$ cat config.mk
export PLATFORM = sky130hd
export DESIGN_NAME = nzp_branch_unit
export DESIGN_NICKNAME = d
export VERILOG_FILES = /design/src/rtl/nzp_pkg.sv /design/src/rtl/nzp_classify.sv /design/src/rtl/nzp_flag_reg.sv /design/src/rtl/nzp_branch_eval.sv /design/src/rtl/nzp_branch_unit.sv
export SDC_FILE = /design/constraint.sdc
export NUM_CORES = 1
export LEC_CHECK = 0
export ABC_AREA = 1
export BUFFER_PORTS_ARGS = -buffer_cell sky130_fd_sc_hd__buf_2
export CAP_MARGIN = 20
export CORE_ASPECT_RATIO = 1.2
export CORE_MARGIN = 8
export CORE_UTILIZATION = 48
export DETAILED_ROUTE_END_ITERATION = 8
export PLACE_DENSITY = 0.78
export SLEW_MARGIN = 5
export SYNTH_ARGS = -nofsm -noshare
export SYNTH_HDL_FRONTEND = slang
export SYNTH_SLANG_ARGS = --single-unit
$ cat constraint.sdc
create_clock -name clk -period 1.54 [get_ports clk]
set_input_delay 0.308 -clock clk [delete_from_list [all_inputs] [get_ports clk]]
set_output_delay 0.308 -clock clk [all_outputs]
set_load 0.01 [all_outputs]
$ cat src/rtl/nzp_pkg.sv
package nzp_pkg;
  localparam int FLAG_W = 3;

  typedef enum logic [FLAG_W-1:0] {
    CC_POS  = 3'b001,
    CC_ZERO = 3'b010,
    CC_NEG  = 3'b100
  } cc_e;

  localparam logic [3:0] OP_BR  = 4'b0000;
  localparam logic [3:0] OP_ADD = 4'b0001;
  localparam logic [3:0] OP_LD  = 4'b0010;
  localparam logic [3:0] OP_AND = 4'b0101;
  localparam logic [3:0] OP_LDR = 4'b0110;
  localparam logic [3:0] OP_NOT = 4'b1001;
  localparam logic [3:0] OP_LDI = 4'b1010;
  localparam logic [3:0] OP_LEA = 4'b1110;

  function automatic logic op_sets_flags(input logic [3:0] op);
    case (op)
      OP_ADD, OP_AND, OP_NOT, OP_LD, OP_LDR, OP_LDI, OP_LEA: op_sets_flags = 1'b1;
      default: op_sets_flags = 1'b0;
    endcase
  endfunction
endpackage

$ cat src/rtl/nzp_classify.sv
module nzp_classify #(
  parameter int DATA_W = 16
) (
  input  logic [DATA_W-1:0]         value_i,
  output logic [nzp_pkg::FLAG_W-1:0] cc_o
);
  import nzp_pkg::*;

  localparam int SIGN_BIT = DATA_W - 1;

  always_comb begin
    if (value_i == '0)          cc_o = CC_ZERO;
    else if (value_i[SIGN_BIT]) cc_o = CC_NEG;
    else                        cc_o = CC_POS;
  end
endmodule

$ cat src/rtl/nzp_flag_reg.sv
module nzp_flag_reg #(
  parameter int DATA_W = 16
) (
  input  logic                       clk,
  input  logic                       rst_n,
  input  logic                       wb_en_i,
  input  logic [3:0]                 wb_op_i,
  input  logic [nzp_pkg::FLAG_W-1:0] cc_i,
  output logic [nzp_pkg::FLAG_W-1:0] flags_o
);
  import nzp_pkg::*;

  logic                upd_en;
  logic [FLAG_W-1:0]   flags_q;
  logic [FLAG_W-1:0]   flags_d;

  always_comb begin
    upd_en  = wb_en_i && op_sets_flags(wb_op_i);
    flags_d = upd_en ? cc_i : flags_q;
  end

  always_ff @(posedge clk or negedge rst_n) begin
    if (!rst_n) flags_q <= CC_ZERO;
    else        flags_q <= flags_d;
  end

  assign flags_o = flags_q;

  assert_flags_onehot_R5: assert property (@(posedge clk) disable iff (!rst_n)
    $countones(flags_q) == 1);

  assert_store_jump_keep_R6: assert property (@(posedge clk) disable iff (!rst_n)
    (wb_en_i && (wb_op_i == 4'b0011 || wb_op_i == 4'b1100)) |=> $stable(flags_q));

  assert_idle_keep_R6: assert property (@(posedge clk) disable iff (!rst_n)
    !wb_en_i |=> $stable(flags_q));
endmodule

$ cat src/rtl/nzp_branch_eval.sv
module nzp_branch_eval #(
  parameter int DATA_W = 16,
  parameter int OFF_W  = 9
) (
  input  logic                       clk,
  input  logic                       rst_n,
  input  logic                       instr_valid_i,
  input  logic [DATA_W-1:0]          instr_i,
  input  logic [DATA_W-1:0]          pc_inc_i,
  input  logic [nzp_pkg::FLAG_W-1:0] flags_i,
  output logic                       br_valid_o,
  output logic                       br_taken_o,
  output logic [DATA_W-1:0]          next_pc_o
);
  import nzp_pkg::*;

  localparam int MASK_LO = OFF_W;
  localparam int MASK_HI = OFF_W + FLAG_W - 1;
  localparam int OP_LO   = DATA_W - 4;
  localparam int EXT_W   = DATA_W - OFF_W;

  logic              is_branch;
  logic [FLAG_W-1:0] mask;
  logic [DATA_W-1:0] disp;
  logic              hit;
  logic [DATA_W-1:0] pc_sel;

  logic              valid_q, valid_d;
  logic              taken_q, taken_d;
  logic [DATA_W-1:0] pc_q, pc_d;
  logic              pc_en;

  always_comb begin
    is_branch = instr_valid_i && (instr_i[DATA_W-1:OP_LO] == OP_BR);
    mask      = instr_i[MASK_HI:MASK_LO];
    disp      = {{EXT_W{instr_i[OFF_W-1]}}, instr_i[OFF_W-1:0]};
    hit       = |(mask & flags_i);
    pc_sel    = hit ? (pc_inc_i + disp) : pc_inc_i;
  end

  always_comb begin
    valid_d = is_branch;
    pc_en   = is_branch;
    taken_d = is_branch ? hit : 1'b0;
    pc_d    = pc_en ? pc_sel : pc_q;
  end

  always_ff @(posedge clk or negedge rst_n) begin
    if (!rst_n) begin
      valid_q <= 1'b0;
      taken_q <= 1'b0;
      pc_q    <= '0;
    end else begin
      valid_q <= valid_d;
      taken_q <= taken_d;
      pc_q    <= pc_d;
    end
  end

  assign br_valid_o = valid_q;
  assign br_taken_o = taken_q;
  assign next_pc_o  = pc_q;

  assert_taken_needs_valid_R7: assert property (@(posedge clk) disable iff (!rst_n)
    br_taken_o |-> br_valid_o);

  assert_verdict_matches_flags_R10: assert property (@(posedge clk) disable iff (!rst_n)
    is_branch |=> (br_taken_o == |($past(mask) & $past(flags_i))));

  assert_empty_mask_R11: assert property (@(posedge clk) disable iff (!rst_n)
    (is_branch && mask == '0) |=> !br_taken_o);

  assert_fallthrough_pc_R9: assert property (@(posedge clk) disable iff (!rst_n)
    (is_branch && !hit) |=> (next_pc_o == $past(pc_inc_i)));
endmodule

$ cat src/rtl/nzp_branch_unit.sv
module nzp_branch_unit #(
  parameter int DATA_W = 16,
  parameter int OFF_W  = 9
) (
  input  logic              clk,
  input  logic              rst_n,
  input  logic              wb_en_i,
  input  logic [3:0]        wb_op_i,
  input  logic [DATA_W-1:0] wb_data_i,
  input  logic              instr_valid_i,
  input  logic [DATA_W-1:0] instr_i,
  input  logic [DATA_W-1:0] pc_inc_i,
  output logic [2:0]        flags_o,
  output logic              br_valid_o,
  output logic              br_taken_o,
  output logic [DATA_W-1:0] next_pc_o
);
  import nzp_pkg::*;

  logic [FLAG_W-1:0] wb_cc;
  logic [FLAG_W-1:0] flags_cur;

  nzp_classify #(.DATA_W(DATA_W)) u_classify (
    .value_i (wb_data_i),
    .cc_o    (wb_cc)
  );

  nzp_flag_reg #(.DATA_W(DATA_W)) u_flags (
    .clk     (clk),
    .rst_n   (rst_n),
    .wb_en_i (wb_en_i),
    .wb_op_i (wb_op_i),
    .cc_i    (wb_cc),
    .flags_o (flags_cur)
  );

  nzp_branch_eval #(.DATA_W(DATA_W), .OFF_W(OFF_W)) u_eval (
    .clk           (clk),
    .rst_n         (rst_n),
    .instr_valid_i (instr_valid_i),
    .instr_i       (instr_i),
    .pc_inc_i      (pc_inc_i),
    .flags_i       (flags_cur),
    .br_valid_o    (br_valid_o),
    .br_taken_o    (br_taken_o),
    .next_pc_o     (next_pc_o)
  );

  assign flags_o = flags_cur;

  assert_zero_write_R2: assert property (@(posedge clk) disable iff (!rst_n)
    (wb_en_i && op_sets_flags(wb_op_i) && wb_data_i == '0) |=> (flags_o == 3'b010));

  assert_neg_write_R3: assert property (@(posedge clk) disable iff (!rst_n)
    (wb_en_i && op_sets_flags(wb_op_i) && wb_data_i[DATA_W-1]) |=> (flags_o == 3'b100));
endmodule

==> Yosys cells after proc, flatten, opt, wreduce, memory -nomap -nowiden <==
Cells that the tools add are included.
{ "totals": {"out_inout_bits": 21, "word_cells": 24, "regBits": 21} }
{ "op_classes": {"n_eq_ne": 7, "n_reduce_logical": 6, "bitwise": 1, "muxes": 5, "addsub": 1} }
{ "ops": {"columns": ["cell", "n"], "rows": [
  ["adder 16 bit", 1],
  ["logical NOT 16 bit", 1],
  ["2-to-1 mux 16 bit", 1],
  ["equality test 4 bit, second input constant", 3],
  ["equality test 4 x 3 -> 1 bit, second input constant", 2],
  ["OR reduction 7 bit", 1],
  ["2-to-1 mux 3 bit", 2],
  ["equality test 4 x 1 -> 1 bit, second input constant", 1],
  ["equality test 4 x 2 -> 1 bit, second input constant", 1],
  ["logical NOT 4 bit", 1],
  ["AND 3 bit", 1],
  ["OR reduction 3 bit", 1],
  ["logical AND 1 bit", 2],
  ["2-to-1 mux 1 bit", 2]
]} }

==> Depth between registers and ports, before layout <==
Gate-level depths: netlist of run 1.
{ "logic_depth": {"depth_word": 4, "mapped_depth": 12, "ltp_nobuf": 12} }

==> Modules after synthesis <==
A second synthesis of run 1 with hierarchy kept.
{ "unflattened": {"hier_cells": 318, "hier_area_um2": 1989.4} }
{ "by_module_without_submodules": {"columns": ["module", "cells_each", "instances", "area_each_um2"], "rows": [
  ["nzp_branch_eval", 282, 1, 1775.5],
  ["nzp_flag_reg", 19, 1, 146.4],
  ["nzp_classify", 17, 1, 67.6]
]} }

==> Least setup slack after synthesis of run 1 <==
No wires, ideal clock.
{ "synth_timing": {"path_kind": "input-to-reg", "from": "in instr_i[0]", "to": "reg u_eval.pc_q[8], in the netlist u_eval.next_pc_o[8]", "slack_ps": -97, "required_time_ps": 1424, "cell_stages": 11, "t_arrival_ps": 1520, "setup_ps": 116, "cell_sequence": "ha_1 fa_1 nand2_1 nand2_1 and2_4 nand2_2 nand2_2 xnor2_1 nand2_1 nand2_1 nand2_1"} }
{ "synth_via": {"elab_chain_len": 2} }
{ "synth_lines": {"columns": ["element", "line_no", "rtl"], "rows": [
  ["from (decl)", "nzp_branch_unit.sv:11", "input logic [DATA_W-1:0] instr_i,"],
  ["adder 16 bit", "nzp_branch_eval.sv:38", "pc_sel = hit ? (pc_inc_i + disp) : pc_inc_i;"],
  ["2-to-1 mux 16 bit", "nzp_branch_eval.sv:38", null],
  ["to (signal assigned)", "nzp_branch_eval.sv:56", "pc_q <= pc_d;"],
  ["to (decl)", "nzp_branch_eval.sv:30", "logic [DATA_W-1:0] pc_q, pc_d;"]
]} }
No other way between the ends.
A chain may end at the register's enable or synchronous reset.

==> Worst setup path after layout of run 1 <==
{ "layout_timing": {"from": "in pc_inc_i[0]", "to": "reg u_eval.pc_q[10], in the netlist u_eval.next_pc_o[10]"} }
{ "layout_via": {"elab_chain_len": 2} }
{ "layout_lines": {"columns": ["element", "line_no", "rtl"], "rows": [
  ["from (decl)", "nzp_branch_unit.sv:12", "input logic [DATA_W-1:0] pc_inc_i,"],
  ["adder 16 bit", "nzp_branch_eval.sv:38", null],
  ["2-to-1 mux 16 bit", "nzp_branch_eval.sv:38", null]
]} }
No other way between the ends.

==> flow_summary.json, run 1 <==
{
  "totalWireLength_um": 5698,
  "synth_top_area_share_pct": 25.59,
  "drive_gt1_share_pct": 33.75,
  "nFillCells": 380,
  "die_area_um2": 6381,
  "reg2regPathDepth": 7,
  "slew_viol_final": 0,
  "clk_transition_reported_paths_ns": 0.07,
  "critical_path.max_fanout": 3,
  "diodes": 0,
  "finalSetupTns_ns": 0,
  "hold_class": "in2reg",
  "drt_iter0_drc": 92,
  "met3_usage_pct": 3.851,
  "start_util_pct": 49.62,
  "rsz0062_at_grt": "true",
  "postLayoutCoreUtil_pct": 69.43,
  "synth_area_per_cell_um2": 6.433,
  "drc": 0,
  "placed_cells": 452,
  "vdd_drop_max_uv": 502.9,
  "fin_crit_ns": 1.472,
  "clk_latency_ns": 0.26,
  "hp-start": "wb_data_i[15]",
  "grt-ovfl-total": 0,
  "viasPerCell": 4.906,
  "finalHoldViolCount": 0,
  "track_usage_pct": 18.04,
  "slew-limit-headroom_pct": 53.50,
  "fin_nets": 476,
  "clock.fmax_mhz": 679.1,
  "layout_common_cells": "113 x nand2_1, 73 x buf_2, 41 x inv_1, 26 x nor2_1, 24 x buf_4",
  "setup_viol": 0,
  "syn_nets": 376,
  "area_delta_synth_final_pct": 39.92,
  "dp_hpwl_um": 4686,
  "r2r-end": "u_eval.next_pc_o[9]",
  "portBuffers": 76,
  "placed_cell_area_um2": 2561,
  "ys_seq_elements": 21,
  "max_slew.worst_pin.slew_ns": 0.6967,
  "ys_seq_area_share_pct": 26.94,
  "grt_util_met2_pct": 33.89,
  "busiest_layer": "met2",
  "die_w_um": 74.27,
  "core_area_um2": 3941,
  "status": "finished clean",
  "min_path_cells": 3,
  "ioPinCount": 77,
  "synth_edf_count": 0,
  "critPathArrivalTime_ns": 1.62,
  "grt_pass1_vias": 2250,
  "htree_levels": 1,
  "slowest_stage": "fa_2",
  "met1_usage_pct": 19.09,
  "startpoint_type": "primary input",
  "antenna_found_initial": 0,
  "cts_made_buffers": 3,
  "layout_commonest_cell": "nand2_1",
  "final_cell_area_um2": 2736,
  "whs_ns": 0.2849,
  "num_rows": 25,
  "cts_sinks": 21,
  "required_ns": 1.69,
  "skew_ns": 0.006823,
  "cpMostUsedCell": "nand2_1",
  "cts_tree": "yes",
  "rr_startpoint": "u_flags.flags_o[1]",
  "first_pass_iters": 4,
  "synthCells": 304,
  "max-cap-violations": 0,
  "min_to": "u_flags.flags_o[2]",
  "syn_area_um2": 1956,
  "die_height_um": 85.92,
  "yosysUniqueCellTypes": 31,
  "vias": 2242,
  "end_kind": "register",
  "wire_per_inst_um": 12.47,
  "root_buffer": "clkbuf_8",
  "leakage_uw": 0.001587,
  "worstSetupPathType": "in2reg",
  "grt_pass1_wl_um": 9411,
  "slowest_delay_ns": 0.34,
  "grt_max_degree": 23,
  "instances_no_fill": 457,
  "synth_area_leader_cell": "dfrtp_1",
  "ys.flop_type": "dfrtp_1",
  "gp_congestion": 0.8442,
  "ant_nets": 0,
  "path_cells": "buf_8 -> ha_4 -> fa_2 -> nand2_1 -> nand2_1 -> nand3b_1 -> nand2_2 -> nand2_2 -> nand2_1 -> nand2_1 -> nand3_1 -> nand2_1 -> nand2_1",
  "cts.path.max_buffers": 2,
  "power_density_nw_per_um2": 774.6,
  "yosysWarnings": 0,
  "r2r_slack_ns": 0.12,
  "async_flop_share_pct": 100.0,
  "min_period_over_period_pct": 95.61,
  "synth_area_leaders": "dfrtp_1 26%, nand2_1 22%, ha_1 9.6%"
}
[stage by stage]
stage | total power [uW] | setup WS, ns
6_report | 2120 | 0.06754
5_1_grt | 2306 | -0.04185
4_1_cts | 2101 | 0.04983
3_5_place_dp | 1733 | -0.2281
3_3_place_gp | 1711 | -0.1872
2_1_floorplan | 1315 | -0.004789
[what timing repair did]
item	4_1_cts	5_1_grt
hold buffers	1	0
endpoints found under the hold margin	12	0
setup endpoints to repair	0	5
buffers inserted	0	0
resized for setup	0	17
[report_power, final]
group          leakage (uW)  switching (uW)  internal (uW)
Sequential         0.000264            68.2            681
Combinational       0.00130             558            455
Clock             0.0000255             177            180
[kinds of logic (layout without fill, tap and decap cells)]
family                   Yosys count  after routing  share of synthesized area, %
AO/OA/AOI/OAI                     27             27                         8.510
XOR/XNOR                           5              5                         2.240
adder cells (fa/ha/maj)           16             16                         10.62
buffers and inverters             47            146                         9.596
flip-flops                        21             21                         26.94
AND/OR/NAND/NOR                  188            188                         42.10
[state kept, by name, indices dropped and copies added (netlist names)]
| name | flops |
|---|---|
| u_eval.br_valid_o | 1 |
| u_flags.flags_o | 3 |
| u_eval.next_pc_o | 16 |
| u_eval.br_taken_o | 1 |
[cell usage after synthesis, types with 4 or more instances]
master and number:
nand3_1 21, dfrtp_1 20, o21a_1 4, nor2_1 26, ha_1 15, a21oi_1 8
nand2_2 8, inv_1 41, nor4_1 4, nand2_1 115, o21ai_0 8
[routing by layer]
layer  part of all wire (%)  routed length [um]
met2                     51                2926
met1                     39                2208
met5                      0                   0
met4                    2.1                 119
met3                    7.8                 444
[how the worst max path moves through the flow]
stage	start	cells past startpoint	end
2_1_floorplan	instr_i[0]	11	u_eval.next_pc_o[8]
3_3_place_gp	pc_inc_i[0]	12	u_eval.next_pc_o[8]
3_5_place_dp	pc_inc_i[0]	13	u_eval.next_pc_o[10]
4_1_cts	pc_inc_i[0]	13	u_eval.next_pc_o[10]
5_1_grt	pc_inc_i[0]	13	u_eval.next_pc_o[10]
6_report	pc_inc_i[0]	13	u_eval.next_pc_o[10]
[critical path, delay by kind of cell]
family	cells	cell delay [ns]
buffers and inverters	1	0.10
and+or+nand+nor	10	0.72
adders and majority gates	2	0.49
[layout make-up]
class | count | area [um2] | area share (%)
clock buffers | 3 | 41.29 | 1.509
clock inverters | 1 | 5.005 | 0.1829
well taps | 54 | 67.56 | 2.469
multi-input cells | 236 | 1356 | 49.57
repair buffers | 100 | 581.8 | 21.26
inverters | 42 | 157.7 | 5.761
flip-flops and latches | 21 | 526.8 | 19.25
No activity file was read; power rests on OpenSTA's default activity.
==> run 2, diff against run 1 <==
--- a/config.mk
+++ b/config.mk
@@ -12,6 +12,7 @@
 export CORE_MARGIN = 8
 export CORE_UTILIZATION = 48
 export DETAILED_ROUTE_END_ITERATION = 8
+export GPL_TIMING_DRIVEN = 0
 export PLACE_DENSITY = 0.78
 export SLEW_MARGIN = 5
 export SYNTH_ARGS = -nofsm -noshare
==> constraint.sdc (replaced) <==
create_clock -name clk -period 1.9 [get_ports clk]
set_input_delay 0.38 -clock clk [delete_from_list [all_inputs] [get_ports clk]]
set_output_delay 0.38 -clock clk [all_outputs]
set_load 0.01 [all_outputs]
==> flow_summary.json, run 2 (synthesis results as in run 1) <==
{
  "postLayoutCoreUtil_pct": 62.13,
  "layout_commonest_cell": "nand2_1",
  "swShare_pct": 38.27,
  "clock_power_share_pct": 17.5,
  "startpoint_type": "primary input",
  "placed_cell_area_um2": 2404,
  "grt_pass1_vias": 2121,
  "die_area_um2": 6381,
  "cts_resized": 0,
  "worst-path-buf-inv": 1,
  "htree_levels": 1,
  "postCtsSetupBuffers": 0,
  "cts_tree": "yes",
  "required_ns": 2.05,
  "first_pass_iters": 4,
  "wire_per_inst_um": 12.32,
  "ioPinCount": 77,
  "track_usage_pct": 17.13,
  "core_area_um2": 3941,
  "cpMostUsedCell": "nand2_1",
  "slowest_delay_ns": 0.41,
  "comb_power_share_pct": 45.0,
  "status": "finished clean",
  "drc": 0,
  "max_slew.worst_pin.slew_ns": 0.4479,
  "clk_latency_ns": 0.25,
  "viasPerCell": 4.906,
  "grt_max_degree": 22,
  "total_power_uw": 1621,
  "vdd_drop_max_uv": 505.2,
  "min_period_over_period_pct": 89.88,
  "antenna_found_initial": 0,
  "drive_gt1_share_pct": 27.08,
  "grt-ovfl-total": 0,
  "leakage_uw": 0.001480,
  "portBuffers": 76,
  "cts_sinks": 21,
  "clk_transition_reported_paths_ns": 0.07,
  "end_kind": "register",
  "ant_nets": 0,
  "slowest_stage": "fa_1",
  "hold_class": "in2async",
  "final_cell_area_um2": 2449,
  "r2r_slack_ns": 0.46,
  "postCtsHoldBufs": 0,
  "gp_congestion": 0.8846,
  "num_rows": 25,
  "diodes": 0,
  "nFillCells": 396,
  "max-cap-violations": 0,
  "area_delta_synth_final_pct": 25.21,
  "critical_path.max_fanout": 3,
  "skew_ns": 0.001998,
  "clock.fmax_mhz": 585.5,
  "rsz0062_at_grt": "false",
  "power_frac_seq_pct": 37.5,
  "start_util_pct": 49.62,
  "grt_pass1_wl_um": 8956,
  "path_cells": "buf_2 -> ha_1 -> fa_1 -> nand2_1 -> nand2_1 -> nand3b_1 -> nand2_2 -> nand2_1 -> nand2_1 -> nand2_1 -> nand3_1 -> nand2_1 -> nand2_1",
  "vias": 2149,
  "finalHoldViolCount": 0,
  "power_density_nw_per_um2": 662.1,
  "fin_nets": 457,
  "setup_viol": 0,
  "switchingPower_uw": 620.5,
  "fin_crit_ns": 1.708,
  "cts.path.max_buffers": 2,
  "totalWireLength_um": 5397,
  "largest_register_ffs": 16,
  "crit_family": "simple AND/OR/NAND/NOR gates",
  "slew_viol_final": 0,
  "drt_iter0_drc": 104,
  "p_int_uw": 1001,
  "dp_hpwl_um": 4597,
  "layout_common_cells": "115 x nand2_1, 79 x buf_2, 41 x inv_1, 26 x nor2_1, 21 x nand3_1",
  "slew-limit-headroom_pct": 70.14,
  "die_height_um": 85.92,
  "root_buffer": "clkbuf_8",
  "critPathArrivalTime_ns": 1.86,
  "die_w_um": 74.27,
  "worstSetupPathType": "in2reg",
  "cts_made_buffers": 3
}
[run 2: cell count changes in the layout (fill, tap and decap cells not counted), sizes merged]
| cell | before | now |
|---|---|---|
| dlygate4sd3 | 1 | 0 |
| buf | 99 | 81 |
| clkbuf | 3 | 4 |
| clkinv | 1 | 0 |
[run 2: power by group through the flow]
stage / combinational (uW) / sequential (uW) / clock (uW)
2_1_floorplan: 399 / 665 / 0
6_report: 730 / 608 / 284
3_3_place_gp: 718 / 614 / 0
5_1_grt: 828 / 618 / 311
3_5_place_dp: 738 / 613 / 0
4_1_cts: 740 / 607 / 286
[run 2: path summary, 6_finish.rpt]
| kind | startpoint | to | cells after the start |
|---|---|---|---|
| hold / removal | rst_n | u_eval.next_pc_o[12] | 1 |
| hold reg to reg | u_eval.next_pc_o[12] | u_eval.next_pc_o[12] | 2 |
| setup reg to reg | u_flags.flags_o[1] | u_eval.next_pc_o[5] | 6 |
| setup / recovery | instr_i[0] | u_eval.next_pc_o[10] | 13 |
| min in group clk | wb_data_i[15] | u_flags.flags_o[2] | 3 |
| max in group asynchronous | rst_n | u_flags.flags_o[1] | 1 |
[run 2: metal layers]
layer  GRT usage [%]  share of wire, %
met1           18.87                41
met2           31.81                50
met3           4.434               8.0
met4           2.679              0.57
met5               0                 0
[run 2: metrics by stage]
stage / worst slack [ns] / instances / hold WS (ns) / TNS (ns)
floorplan: 0.1912 / 304 / 0.08441 / 0
global placement: -0.04017 / 434 / 0.3478 / -0.1367
detailed placement: -0.08002 / 434 / 0.3554 / -0.3045
CTS: 0.1908 / 438 / 0.07863 / 0
global route: 0.03536 / 438 / 0.08443 / 0
finish: 0.1922 / 438 / 0.05968 / 0
[run 2: cell type report]
type	instances	area (um2)	share of cell area [%]
Buffer	5	30.03	1.226
Clock buffer	4	45.04	1.840
Inverter	42	157.7	6.438
Multi-Input combinational cell	236	1241	50.69
Sequential cell	21	526.8	21.51
Tap cell	54	67.56	2.759
Timing Repair Buffer	76	380.4	15.53
[run 2: worst register-to-register path, stage by stage (launching register included)]
cell and delay [ns]:
dfstp_2 0.54, nand2_1 0.06, nand3_2 0.18, buf_4 0.23, nand3_1 0.11, o211ai_1 0.13, nand2_1 0.07
==> run 3, diff against run 2 <==
--- a/config.mk
+++ b/config.mk
@@ -8,12 +8,15 @@
 export ABC_AREA = 1
 export BUFFER_PORTS_ARGS = -buffer_cell sky130_fd_sc_hd__buf_2
 export CAP_MARGIN = 20
+export CELL_PAD_IN_SITES_DETAIL_PLACEMENT = 1
+export CELL_PAD_IN_SITES_GLOBAL_PLACEMENT = 1
 export CORE_ASPECT_RATIO = 1.2
 export CORE_MARGIN = 8
-export CORE_UTILIZATION = 48
+export CORE_UTILIZATION = 36
 export DETAILED_ROUTE_END_ITERATION = 8
 export GPL_TIMING_DRIVEN = 0
-export PLACE_DENSITY = 0.78
+export PLACE_DENSITY = 0.86
+export REMOVE_ABC_BUFFERS = 1
 export SLEW_MARGIN = 5
 export SYNTH_ARGS = -nofsm -noshare
 export SYNTH_HDL_FRONTEND = slang
==> flow_summary.json, run 3 (synthesis results as in run 1) <==
{
  "drc": 0,
  "skew_ns": 0.003372,
  "r2r-end": "u_eval.next_pc_o[0]",
  "whs_ns": 0.08144,
  "fin_nets": 453,
  "core_area_um2": 5261,
  "diodes": 0,
  "max-cap-violations": 0,
  "slew_viol_final": 0,
  "power_density_nw_per_um2": 675.2,
  "htree_levels": 1,
  "setup_viol": 0,
  "cts_tree": "yes",
  "worstSetupPathType": "in2reg",
  "first_pass_iters": 4,
  "hold_class": "in2async",
  "area_delta_synth_final_pct": 25.21,
  "drt_iter0_drc": 71,
  "clock_power_share_pct": 18.3,
  "track_usage_pct": 16.07,
  "finalSetupTns_ns": 0,
  "vdd_drop_max_uv": 391.7,
  "grt-ovfl-total": 0,
  "critical_path.max_fanout": 3,
  "required_ns": 2.06,
  "grt_pass1_vias": 2473,
  "endpoint": "u_eval.next_pc_o[14]",
  "num_rows": 29,
  "r2r_slack_ns": 0.39,
  "power_frac_seq_pct": 37.0,
  "clk_latency_ns": 0.26,
  "largest_register_ffs": 16,
  "start_util_pct": 37.17,
  "postLayoutCoreUtil_pct": 46.54,
  "root_buffer": "clkbuf_8",
  "crit_start": "instr_i[0]",
  "startpoint_type": "primary input",
  "critPathArrivalTime_ns": 1.90,
  "clock.fmax_mhz": 574.6,
  "max_slew.worst_pin.slew_ns": 0.5071,
  "grt_pass1_wl_um": 11160,
  "fin_crit_ns": 1.740,
  "cts_made_buffers": 3,
  "die_w_um": 83.28,
  "layout_common_cells": "115 x nand2_1, 76 x buf_2, 40 x inv_1, 26 x nor2_1, 21 x nand3_1",
  "drive_gt1_share_pct": 26.84,
  "status": "finished clean",
  "die_area_um2": 8057,
  "swShare_pct": 39.78,
  "wire_per_inst_um": 14.92,
  "grt_max_degree": 29,
  "p_int_uw": 995.6,
  "clk_transition_reported_paths_ns": 0.08,
  "ioPinCount": 77,
  "viasPerCell": 5.032,
  "slew-limit-headroom_pct": 66.19,
  "rr_startpoint": "u_flags.flags_o[1]",
  "cts_sinks": 21,
  "vias": 2224,
  "rsz0062_at_grt": "false",
  "finalHoldViolCount": 0,
  "end_kind": "register",
  "layout_commonest_cell": "nand2_1",
  "cts.path.max_buffers": 2,
  "die_height_um": 96.74,
  "postCtsSetupBuffers": 0,
  "antenna_found_initial": 0,
  "portBuffers": 76,
  "reg2regPathDepth": 5,
  "dp_hpwl_um": 5502,
  "leakage_uw": 0.001461,
  "comb_power_share_pct": 44.7,
  "min_period_over_period_pct": 91.59,
  "gp_congestion": 0.8304,
  "ant_nets": 0,
  "switchingPower_uw": 657.6,
  "totalWireLength_um": 6596
}
==> run 3: cell types whose count changed in the layout (fill, tap and decap cells not counted), sizes merged <==
cell	change
inv	-1
clkinvlp	+2
buf	-5
==> run 3: power by group through the flow <==
stage / Combinational, uW / Clock (uW) / Sequential (uW)
global placement: 717 / 0 / 614
floorplan: 389 / 0 / 665
detailed placement: 747 / 0 / 616
CTS: 749 / 303 / 611
finish: 739 / 303 / 611
global route: 844 / 324 / 625
==> run 3: cell type report <==
type | instances | area [um2]
Timing Repair inverter | 1 | 7.507
Sequential cell | 21 | 526.8
Fill cell | 751 | 2813
Timing Repair Buffer | 76 | 380.4
Clock buffer | 4 | 45.04
Multi-Input combinational cell | 236 | 1250
Inverter | 42 | 161.4
Tap cell | 62 | 77.57
==> run 3: per-layer routing <==
metal | track usage, % | wire [um]
met5 | 0 | 0
met1 | 17.12 | 2718
met2 | 31.53 | 3542
met4 | 1.626 | 57
met3 | 3.691 | 277
==> run 3: what timing repair did <==
item | 4_1_cts | 5_1_grt
resized for setup | 0 | 4
hold buffers | 0 | 0
endpoints found under the setup margin | 0 | 9
==> run 3: worst min-delay path by stage <==
stage,cells past startpoint,startpoint,end
detailed placement,1,rst_n,u_eval.next_pc_o[15]
finish,1,rst_n,u_eval.next_pc_o[15]
global placement,1,rst_n,u_eval.next_pc_o[15]
CTS,1,rst_n,u_eval.next_pc_o[15]
floorplan,0,rst_n,u_eval.br_taken_o
global route,1,rst_n,u_eval.next_pc_o[15]
==> run 3: critical path: stages <==
cell	delay (ns)
buf_2	0.10
ha_1	0.22
fa_1	0.42
nand2_1	0.09
nand2_1	0.07
nand3b_1	0.12
nand2_2	0.09
nand2_1	0.09
nand2_1	0.06
nand2_1	0.06
nand3_1	0.06
nand2_1	0.08
nand2_1	0.05
==> run 3: stage by stage <==
step           setup slack [ns]  cell area (um2)  total power, uW  cells
3_5_place_dp            -0.1360             2384             1363    437
6_report                 0.1598             2449             1653    442
4_1_cts                  0.1466             2429             1663    441
5_1_grt                 0.03796             2449             1793    442
3_3_place_gp            -0.1364             2384             1332    437
2_1_floorplan            0.1779             1926             1054    299
